--- config.mk ---
export PLATFORM = sky130hd
export DESIGN_NAME = shift_twist_decomp
export DESIGN_NICKNAME = d
export VERILOG_FILES = /design/src/rtl/shift_twist_pkg.sv /design/src/rtl/ring_rst_sync.sv /design/src/rtl/ring_next_state.sv /design/src/rtl/shift_twist_decomp.sv
export SDC_FILE = /design/constraint.sdc
export NUM_CORES = 1
export LEC_CHECK = 0
export ABC_AREA = 1
export BUFFER_PORTS_ARGS = -buffer_cell sky130_fd_sc_hd__buf_2
export CORE_AREA = 5 5 42 44
export CTS_BUF_LIST = sky130_fd_sc_hd__clkbuf_8
export CTS_CLUSTER_DIAMETER = 50
export DETAILED_ROUTE_END_ITERATION = 10
export DIE_AREA = 0 0 47 49
export GPL_TIMING_DRIVEN = 0
export HOLD_SLACK_MARGIN = 0.02
export PLACE_DENSITY = 0.63
export SLEW_MARGIN = 5
export SYNTH_ARGS = -nofsm -noshare
export SYNTH_HDL_FRONTEND = slang
export SYNTH_SLANG_ARGS = --single-unit
--- constraint.sdc ---
create_clock -name clk -period 0.8 [get_ports clk]
set_input_delay 0.04 -clock clk [delete_from_list [all_inputs] [get_ports clk]]
set_output_delay 0.04 -clock clk [all_outputs]
set_load 0.01 [all_outputs]
--- src/rtl/shift_twist_pkg.sv ---
package shift_twist_pkg;
  typedef enum logic [1:0] {
    OP_HOLD  = 2'd0,
    OP_SHIFT = 2'd1,
    OP_TWIST = 2'd2,
    OP_LOAD  = 2'd3
  } ring_op_e;
endpackage

--- src/rtl/ring_rst_sync.sv ---
module ring_rst_sync #(
  parameter int STAGES = 2
) (
  input  logic clk,
  input  logic rst_n,
  output logic rst_sync_n
);
  logic [STAGES-1:0] chain_q;

  always_ff @(posedge clk or negedge rst_n) begin
    if (!rst_n) chain_q <= '0;
    else        chain_q <= {chain_q[STAGES-2:0], 1'b1};
  end

  assign rst_sync_n = chain_q[STAGES-1];
endmodule

--- src/rtl/ring_next_state.sv ---
module ring_next_state
  import shift_twist_pkg::*;
#(
  parameter int WIDTH = 8
) (
  input  logic [WIDTH-1:0] cur,
  input  logic             scan_en,
  input  logic             scan_in,
  input  logic             mode_vld,
  input  logic             mode_bit,
  output logic [WIDTH-1:0] nxt,
  output logic             load,
  output logic             step
);
  ring_op_e op;
  logic     feed;

  always_comb begin
    op = OP_HOLD;
    if (scan_en)       op = OP_LOAD;
    else if (mode_vld) op = mode_bit ? OP_TWIST : OP_SHIFT;
  end

  always_comb begin
    unique case (op)
      OP_LOAD:  feed = scan_in;
      OP_TWIST: feed = ~cur[0];
      OP_SHIFT: feed = cur[0];
      default:  feed = cur[0];
    endcase
  end

  assign nxt  = {feed, cur[WIDTH-1:1]};
  assign load = (op != OP_HOLD);
  assign step = (op == OP_SHIFT) || (op == OP_TWIST);
endmodule

--- src/rtl/shift_twist_decomp.sv ---
module shift_twist_decomp #(
  parameter int WIDTH       = 8,
  parameter int SYNC_STAGES = 2
) (
  input  logic             clk,
  input  logic             rst_n,
  input  logic             scan_en,
  input  logic             scan_in,
  input  logic             mode_vld,
  input  logic             mode_bit,
  output logic [WIDTH-1:0] pattern,
  output logic             pattern_valid
);
  logic             rst_sync_n;
  logic [WIDTH-1:0] pattern_q;
  logic [WIDTH-1:0] pattern_d;
  logic             load_en;
  logic             step_en;
  logic             valid_q;

  ring_rst_sync #(.STAGES(SYNC_STAGES)) u_rst_sync (
    .clk        (clk),
    .rst_n      (rst_n),
    .rst_sync_n (rst_sync_n)
  );

  ring_next_state #(.WIDTH(WIDTH)) u_next (
    .cur      (pattern_q),
    .scan_en  (scan_en),
    .scan_in  (scan_in),
    .mode_vld (mode_vld),
    .mode_bit (mode_bit),
    .nxt      (pattern_d),
    .load     (load_en),
    .step     (step_en)
  );

  always_ff @(posedge clk or negedge rst_sync_n) begin
    if (!rst_sync_n) begin
      pattern_q <= '0;
      valid_q   <= 1'b0;
    end else begin
      if (load_en) pattern_q <= pattern_d;
      valid_q <= step_en;
    end
  end

  assign pattern       = pattern_q;
  assign pattern_valid = valid_q;


  shift_step_chk: assert property (@(posedge clk) disable iff (!rst_sync_n)
    (!scan_en && mode_vld && !mode_bit) |=>
      (pattern_q == {$past(pattern_q[0]), $past(pattern_q[WIDTH-1:1])}));


  twist_step_chk: assert property (@(posedge clk) disable iff (!rst_sync_n)
    (!scan_en && mode_vld && mode_bit) |=>
      (pattern_q == {~$past(pattern_q[0]), $past(pattern_q[WIDTH-1:1])}));


  hold_state_chk: assert property (@(posedge clk) disable iff (!rst_sync_n)
    (!scan_en && !mode_vld) |=> ($stable(pattern_q) && !valid_q));


  scan_load_chk: assert property (@(posedge clk) disable iff (!rst_sync_n)
    scan_en |=> ((pattern_q == {$past(scan_in), $past(pattern_q[WIDTH-1:1])}) && !valid_q));


  valid_pulse_chk: assert property (@(posedge clk) disable iff (!rst_sync_n)
    (!scan_en && mode_vld) |=> valid_q);
endmodule

=== After elaboration in Yosys (flattened, before gate mapping) ===
Index checks and enable logic that the tools add are counted.

* Memories: 0
* Bits in latches: 0
* Flip-flop bits (word level): 11
* Memory bits (read-only): 0
* Memory bits (writable): 0
* Output and inout port bits: 9
* Logic and storage cells: 13

* Shifts and indexed selects: 0
* Muxes and demuxes: 4
* Eq/ne operators: 3
* Magnitude comparators: 0
* $mul: 0
* Div/mod/pow operators: 0
* Reductions and logical operators: 2
* $add $sub $neg: 0
* Bitwise operators: 1

{| class="wikitable"
|+ Operator list
! operator !! number
|-
| $mux W2 || 3
|-
| $eq A2 B2 Y1 const B || 2
|-
| $eq A2 B1 Y1 const B || 1
|-
| $pmux W1 S2 || 1
|-
| $reduce_bool A2 Y1 || 1
|-
| $logic_or A1 B1 Y1 || 1
|-
| $not A1 Y1 || 1
|}

=== Depth between registers and ports, before layout ===
Gate-level depths: netlist of the first run.

* Depth after elaboration: 5
* Depth in mapped cells: 6
* Mapped depth without buffers: 6

=== Modules after synthesis ===
From an unflattened synthesis of the first run, not the netlist that was laid out.

* Cell total of the unflattened synthesis: 62
* Area, all modules: 538.0 sq um

{| class="wikitable"
|+ Modules (own cells, without submodules)
! module !! seq. area each (sq um) !! area an instance (sq um) !! times used !! cells each
|-
| shift_twist_decomp || 225.2 || 330.3 || 1 || 35
|-
| ring_next_state || 0.0 || 153.9 || 1 || 24
|-
| ring_rst_sync || 50.0 || 53.8 || 1 || 3
|}

=== Worst setup path before layout of the first run ===
Ideal clock, no wire load.

* Path kind: flip-flop to flip-flop
* From: reg pattern_q[0], in the netlist pattern[0]
* To: reg pattern_q[7], in the netlist pattern[7]
* Setup time: 113 ps
* Arrival: 650 ps
* Clock period less this slack: 763 ps
* Slack: 37 ps
* Data required time: 687 ps
* Path buffers: 0
* Stages on the path, launching flop included: 5
* Cell sequence: dfrtp_1 > nand3_1 > nand3_1 > nand2_1 > inv_1

* Word-level cells in the longest chain between the ends: 2

{| class="wikitable"
|+ Ends and longest elaborated chain
! what !! line !! source
|-
| start, declared || shift_twist_decomp.sv:15 || <nowiki>logic [WIDTH-1:0] pattern_q;</nowiki>
|-
| start signal, assigned || shift_twist_decomp.sv:43 || <nowiki>if (load_en) pattern_q <= pattern_d;</nowiki>
|-
| $not A1 Y1 || ring_next_state.sv:27 || <nowiki>OP_TWIST: feed = ~cur[0];</nowiki>
|-
| $pmux W1 S2 * || ring_next_state.sv:25 || <nowiki>unique case (op)</nowiki>
|}

Mark *: on every way between the ends. The rest lies on a longest branch, timed or not.
A chain may end at the register's enable or synchronous reset.

=== Worst setup path after layout of the first run ===
* From: reg pattern_q[0], in the netlist pattern[0]
* To: out pattern[0]

{| class="wikitable"
|+ RTL lines
! what !! line !! source
|-
| end, declared || shift_twist_decomp.sv:11 || <nowiki>output logic [WIDTH-1:0] pattern,</nowiki>
|}

No word-level cell between the ends.

==> metrics.md, run 1 <==
| Metric | Value |
|---|---|
| Synth Cell Area | `447 µm²` |
| Total grt overflow | `0` |
| Finished Core Util | `46.6%` |
| Wire length per cell after detailed routing | `9.90 µm` |
| Iteration-0 DRC count of the detailed router | `1` |
| Number of nets in the final layout | `78` |
| CTS clock-pin slew for the worst setup and hold paths | `50 ps` |
| Count of placed standard cells including taps | `76` |
| Max Fclk | `1210 MHz` |
| Count of nets left with antenna violations after detail routing | `0` |
| Overall die height | `49 µm` |
| Violations in the final reports | `setup timing` |
| Cell row count | `14` |
| Post-synthesis area per instance | `9.71 µm²` |
| Sequence of cells on the critical path | `buf_2` |
| Share of the synthesized area in the top cell type | `61.6%` |
| Total power | `1.59 mW` |
| Clock buffer count from CTS | `3` |
| Horizontal die dimension | `47 µm` |
| Outcome | `complete, but fails checks` |
| WS Path Type | `reg -> out` |
| Remaining design rule violation count | `0` |
| Total of buffers placed on input and output ports | `14` |
| Clock latency at the later pin of the worst-skew pair | `240 ps` |
| Data arrival time of the critical path | `790 ps` |
| Clock tree sinks | `11` |
| Total count of max-transition violations in the final report | `0` |
| Worst setup EP type | `primary output` |
| Clock tree from TritonCTS | `yes` |
| Routed vias/inst | `4.07` |
| Fraction of registers with async set/reset | `100%` |
| Cells taking the most area after synthesis | `dfrtp_1, inv_1, nand2_1` |
| CTS H-tree lvls | `1` |
| Final critical-path share of the clock period | `103%` |
| Startpoint type of the worst setup path | `register` |
| Clock Skew | `0.934 ps` |
| Master of the slowest instance on the critical path | `dfrtp_1` |
| # IOs | `15` |
| N_diodes | `0` |
| Final RePlAce weighted congestion | `0.667` |
| Number of antenna violations at the first check in global routing | `0` |
| Least setup slack across all paths after layout | `-26.3 ps` |
| Library cell with the largest summed area after synthesis | `dfrtp_1` |
| Top cell types by occurrence after synthesis | `dfrtp_1, inv_1, nand2_1, nor2_1` |
| Post-synthesis adder-cell area fraction | `0%` |
| CP Max Fanout | `4` |
| Setup Total Neg Slack | `-40.0 ps` |
| Global-route usage over all layers | `9.25%` |
| Count of distinct cell types in the synthesized netlist | `12` |
| Simple-gate share of the synthesized area | `17.1%` |
| Gate count of the mapped netlist | `46` |
| Share of the synthesized area in compound gates (AO/OA/AOI/OAI) | `10.4%` |
| Clock root buffer | `clkbuf_8` |
| Pre-CTS setup slack | `32.3 ps` |
| Top cell family by delay on the critical path | `flip-flops` |
| Synthesis-to-finish area growth | `46.2%` |
| Vias in the first global route | `345` |
| Cell Count, Final, Fillers Out | `87` |
| Placeable core region | `1400 µm²` |
| Pwr/cell area | `2430 nW/µm²` |
| Multiplexer fraction of the synthesized cell area | `0%` |
| Total buffers and inverters traversed by the critical path | `1` |
| Wirelength, routed | `861 µm` |
| Number of enable flip-flop cells after synthesis | `0` |
| Final min period | `826 ps` |
| Post-Synthesis Net Count | `52` |
| Clock buffer depth | `2` |
| Fraction of layout cells with a size suffix above 1 | `40.8%` |
| RSZ-0062 raised after global routing | `yes` |
| Leakage Power | `0.354 nW` |
| Post-synthesis xor/xnor area fraction | `0%` |
| Req. time, crit path | `760 ps` |
| Dominant combinational cell family by area after synthesis | `simple AND/OR/NAND/NOR gates` |
| Register bit total from synthesis | `11` |
| Top_reg_cell synth | `dfrtp_1` |
| Worst ir drop on vdd | `1.20 mV` |
| Kind of path behind the tightest hold check | `in -> reg` |
| Proportion of synthesized chip area in sequential cells | `61.6%` |
| DP HPWL | `622 µm` |
| Final count of hold timing violations | `0` |
| Total vias in the final route | `354` |
| Starting density of the core | `31.9%` |
| Most common cell in the netlist | `dfrtp_1` |
| DR pass1 iterations | `4` |
| Max-capacitance violation count | `0` |
| Synth warn | `0` |
| Number of setup violations in the final report | `2` |
| Fill count | `158` |
| Floorplan die area | `2300 µm²` |
| Max incr delay on CP | `400 ps` |
| Maximum number of pins on one net before global-route repair | `11` |
| Wire length of the first global-routing pass | `1480 µm` |
cell type report:
type                            count  area (µm²)  share of cell area (%)
Sequential cell                    11         275                    42.1
Multi-Input combinational cell     25         136                    20.9
Timing Repair Buffer               21         131                    20.1
Clock buffer                        3        41.3                    6.32
Inverter                            9        33.8                    5.17
Tap cell                           16        20.0                    3.07
Buffer                              1        11.3                    1.72
Clock inverter                      1        3.75                   0.575
layout by cell type (no fill, tap or decap):
cell type,instances
a21oi_1,3
buf_2,14
buf_4,4
buf_6,2
clkbuf_8,3
conb_1,1
dfrtp_1,11
dlygate4sd3_1,2
inv_1,10
nand2_1,8
nand3_1,2
nand4_1,1
nor2_1,3
nor2_2,1
nor2_4,2
o21ai_1,1
o21ai_2,3
layer usage:
metal	wire length (µm)	vias up	track usage, %	share of wire (%)
met4	10	0	5.53	1.2
met5	0	-	0	0
met1	381	153	10.9	44
li1	-	187	-	-
met2	403	12	12.4	47
met3	64	2	5.54	7.4
cells by family after synthesis:
family / after synthesis
compound gates: 7
simple gates: 17
other cells: 1
buf+inv: 10
flops: 11
report_power, final:
group | internal (mW) | total (mW) | switching (mW)
registers | 0.635 | 0.683 | 0.0473
logic | 0.186 | 0.362 | 0.177
clock network | 0.337 | 0.542 | 0.205
total | 1.16 | 1.59 | 0.429
worst register-to-register path: stages, from the launching register on:
cell     delay [ps]
dfrtp_1         400
nand3_1         100
nand3_1          70
nand2_1          60
inv_1            30
final timing paths:
| path | startpoint | end | slack [ps] | cells past startpoint |
|---|---|---|---|---|
| min reg2reg | u_rst_sync.chain_q[1]$_DFF_PN0_ | pattern[6]$_DFFE_PN0P_ | 150 | 0 |
| max in group asynchronous | u_rst_sync.chain_q[1]$_DFF_PN0_ | pattern[7]$_DFFE_PN0P_ | 390 | 0 |
| max | pattern[0]$_DFFE_PN0P_ | pattern[0] | -30 | 1 |
| max reg2reg | pattern[0]$_DFFE_PN0P_ | pattern[7]$_DFFE_PN0P_ | 40 | 4 |
| min in group asynchronous | rst_n | u_rst_sync.chain_q[0]$_DFF_PN0_ | 110 | 2 |
| min | mode_vld | pattern_valid$_DFF_PN0_ | 50 | 3 |
metrics by stage:
step	hold slack (ps)	instance area [µm²]
final	48.0	653
after global routing	57.1	653
after CTS	41.7	632
after detailed placement	-172	537
after global placement	-174	537
after floorplan	-256	447
timing repair:
action                                  in CTS  in global routing
hold endpoints to repair                     3                  0
hold buffers                                 2                  0
cloned                                       0                  0
setup buffers                                4                  1
resized for setup                            0                  4
endpoints found under the setup margin       5                 11
state kept, by name, indices dropped and copies added (netlist names):
name,count
pattern,8
pattern_valid,1
u_rst_sync.chain_q,2
Note: power is estimated with default switching activity, not from simulation.
==> run 2, diff against run 1 <==
--- a/config.mk
+++ b/config.mk
@@ -5,17 +5,17 @@
 export SDC_FILE = /design/constraint.sdc
 export NUM_CORES = 1
 export LEC_CHECK = 0
-export ABC_AREA = 1
 export BUFFER_PORTS_ARGS = -buffer_cell sky130_fd_sc_hd__buf_2
-export CORE_AREA = 5 5 42 44
+export CORE_AREA = 2 2 39 41
 export CTS_BUF_LIST = sky130_fd_sc_hd__clkbuf_8
 export CTS_CLUSTER_DIAMETER = 50
 export DETAILED_ROUTE_END_ITERATION = 10
-export DIE_AREA = 0 0 47 49
+export DIE_AREA = 0 0 41 43
 export GPL_TIMING_DRIVEN = 0
 export HOLD_SLACK_MARGIN = 0.02
-export PLACE_DENSITY = 0.63
+export PLACE_DENSITY = 0.59
 export SLEW_MARGIN = 5
 export SYNTH_ARGS = -nofsm -noshare
 export SYNTH_HDL_FRONTEND = slang
 export SYNTH_SLANG_ARGS = --single-unit
+export TNS_END_PERCENT = 5
==> run 2 against run 1 <==
Effect of this change:
- the flow still finishes with violations (setup timing)
- worst hold slack lost 11 ps
- die area shrank 23%
- critical path depth rose by 1
- largest cell class unchanged
- via count decreased by 27%
- highest routed layer unchanged
- combinational power grew 9.4%
==> metrics.md, run 2 <==
| Metric | Value |
|---|---|
| Outcome | `complete, but fails checks` |
| Violations in the final reports | `setup timing` |
| Commonest cells after routing, fill and taps aside | `buf_2, dfrtp_1, mux2_2, clkbuf_8` |
| Worst ir drop on vdd | `1.25 mV` |
| Data arrival time of the critical path | `1060 ps` |
| Total of buffers placed on input and output ports | `14` |
| Cell Count, Final, Fillers Out | `60` |
| Clock tree from TritonCTS | `yes` |
| Cell row count | `14` |
| Fill count | `137` |
| Metal3 WL | `41 µm` |
| # IOs | `15` |
| Number of enable flip-flop cells after synthesis | `0` |
| Vias in the first global route | `237` |
| Least setup slack across all paths after layout | `-148 ps` |
| Kind of path behind the tightest hold check | `in -> reg` |
| Leading cell type in the layout, fill and taps excluded | `buf_2` |
| Proportion of synthesized chip area in sequential cells | `68.5%` |
| Cell area after layout | `561 µm²` |
| Fraction of registers with async set/reset | `100%` |
| Detail Route met2 WL | `365 µm` |
| DP HPWL | `519 µm` |
| Global-route usage over all layers | `9.67%` |
| WS Path Type | `reg -> reg` |
| Start of the worst register-to-register path | `pattern[0]$_DFFE_PN0P_` |
| Wirelength, routed | `694 µm` |
| Post-Synthesis Net Count | `30` |
| Clock latency at the later pin of the worst-skew pair | `230 ps` |
| Wire length per cell after detailed routing | `11.6 µm` |
| Synth Cell Area | `402 µm²` |
| Pre-CTS setup slack | `-163 ps` |
| Req. time, crit path | `910 ps` |
| RSZ-0062 raised after global routing | `yes` |
| Number of setup violations in the final report | `4` |
| Total count of max-transition violations in the final report | `0` |
| Post-DP Area | `492 µm²` |
| Count of placed standard cells including taps | `54` |
| Library cell with the largest summed area after synthesis | `dfrtp_1` |
| Top_reg_cell synth | `dfrtp_1` |
| Max Fclk | `1060 MHz` |
| Worst setup EP type | `register` |
| DR pass1 iterations | `2` |
| Register bit total from synthesis | `11` |
| Clock tree sinks | `11` |
| Total grt overflow | `0` |
| Final min period | `948 ps` |
| Clock buffer count from CTS | `3` |
| Number of nets in the final layout | `51` |
| Top cell types by occurrence after synthesis | `dfrtp_1, mux2_2` |
| Count of distinct cell types in the synthesized netlist | `8` |
| Clock root buffer | `clkbuf_8` |
| Setup Total Neg Slack | `-351 ps` |
| Routed vias/inst | `4.28` |
| Wire length of the first global-routing pass | `1100 µm` |
| Overall die height | `43 µm` |
| Synthesis-to-finish area growth | `39.6%` |
| Detailed-routing wirelength on met1 | `279 µm` |
| Post-synthesis area per instance | `16.7 µm²` |
| Final RePlAce weighted congestion | `0.652` |
| R2R Path End | `pattern[7]$_DFFE_PN0P_` |
| Placeable core region | `1380 µm²` |
| Cells taking the most area after synthesis | `dfrtp_1, mux2_2, nor2_4` |
| Area taken by multi-input logic gates | `126 µm²` |
| Count of nets left with antenna violations after detail routing | `0` |
| CTS clock-pin slew for the worst setup and hold paths | `50 ps` |
| Gate count of the mapped netlist | `24` |
| Max-capacitance violation count | `0` |
| Synth warn | `0` |
| Fraction of layout cells with a size suffix above 1 | `61.4%` |
| Clock Skew | `1.57 ps` |
| Worst reg2reg path depth | `2` |
| CTS H-tree lvls | `1` |
| N_diodes | `0` |
| Remaining design rule violation count | `0` |
| Total vias in the final route | `257` |
| Top routing layer in use | `met4` |
| Share of the synthesized area in the top cell type | `68.5%` |
| Startpoint type of the worst setup path | `register` |
| Register area | `275 µm²` |
| Horizontal die dimension | `41 µm` |
| Pwr/cell area | `3020 nW/µm²` |
| Starting density of the core | `29.0%` |
| Most common cell in the netlist | `dfrtp_1` |
| Number of antenna violations at the first check in global routing | `0` |
| CP Max Fanout | `2` |
| Final critical-path share of the clock period | `118%` |
| Worst setup slack for register-to-register paths | `-150 ps` |
| Iteration-0 DRC count of the detailed router | `3` |
| Maximum number of pins on one net before global-route repair | `10` |
| Total power | `1.69 mW` |
| Number of flip-flops in the largest register | `8` |
| End point of the critical path | `pattern[7]$_DFFE_PN0P_` |
| Final count of hold timing violations | `0` |
| Leakage Power | `0.277 nW` |
| Worst Setup SP | `pattern[0]$_DFFE_PN0P_` |
| Clock buffer depth | `2` |
| Floorplan die area | `1760 µm²` |
==> run 2: cell type report <==
class | instances | share of cell area, %
flip-flops and latches | 11 | 49.1
multi-input cells | 13 | 22.5
repair buffers | 16 | 16.7
clock buffers | 3 | 7.37
well taps | 16 | 3.57
clock inverters | 1 | 0.670
==> run 2: timing repair <==
| action | CTS | global route |
|---|---|---|
| hold buffers | 1 | 0 |
| gates resized for setup | 0 | 1 |
| setup endpoints to repair | 6 | 10 |
| buffers inserted | 0 | 1 |
| hold endpoints to repair | 2 | 0 |
==> run 2: kinds of logic after synthesis <==
family          count (synthesis)  synth area share, %
xor+xnor                        1                 2.18
mux                             7                 19.6
compound gates                  1                 2.49
flops                          11                 68.5
simple gates                    3                 6.23
other cells                     1                0.934
==> run 2: per-stage QoR <==
stage	hold WS [ps]	utilization, %
2_1_floorplan	-256	-
3_3_place_gp	-175	35.5
3_5_place_dp	-173	35.5
4_1_cts	33.1	39.5
5_1_grt	38.4	40.5
6_report	36.8	40.5
==> run 2: how the worst min path moves through the flow <==
| stage | from | endpoint | slack, ps | cells after the start |
|---|---|---|---|---|
| 2_1_floorplan | rst_n | u_rst_sync.chain_q[0]$_DFF_PN0_ | -260 | 0 |
| 3_3_place_gp | rst_n | u_rst_sync.chain_q[0]$_DFF_PN0_ | -170 | 1 |
| 3_5_place_dp | rst_n | u_rst_sync.chain_q[0]$_DFF_PN0_ | -170 | 1 |
| 4_1_cts | scan_en | pattern_valid$_DFF_PN0_ | 30 | 2 |
| 5_1_grt | scan_en | pattern_valid$_DFF_PN0_ | 40 | 2 |
| 6_report | scan_en | pattern_valid$_DFF_PN0_ | 40 | 2 |
==> run 2: critical path, stage by stage (launching register included) <==
cell	delay, ps
dfrtp_1	390
xor2_1	150
a221o_1	300
==> run 2: routing by layer <==
layer  vias to the layer above  GRT usage [%]
met5                         -              0
met4                         0           6.00
met3                         2           3.14
met2                         7           15.3
met1                       128           10.4
li1                        120              -
==> run 2: where the power goes <==
part	total, mW	switching (mW)	internal [mW]
combinational	0.396	0.163	0.234
clock	0.528	0.192	0.336
sequential	0.766	0.0868	0.680
total	1.69	0.441	1.25
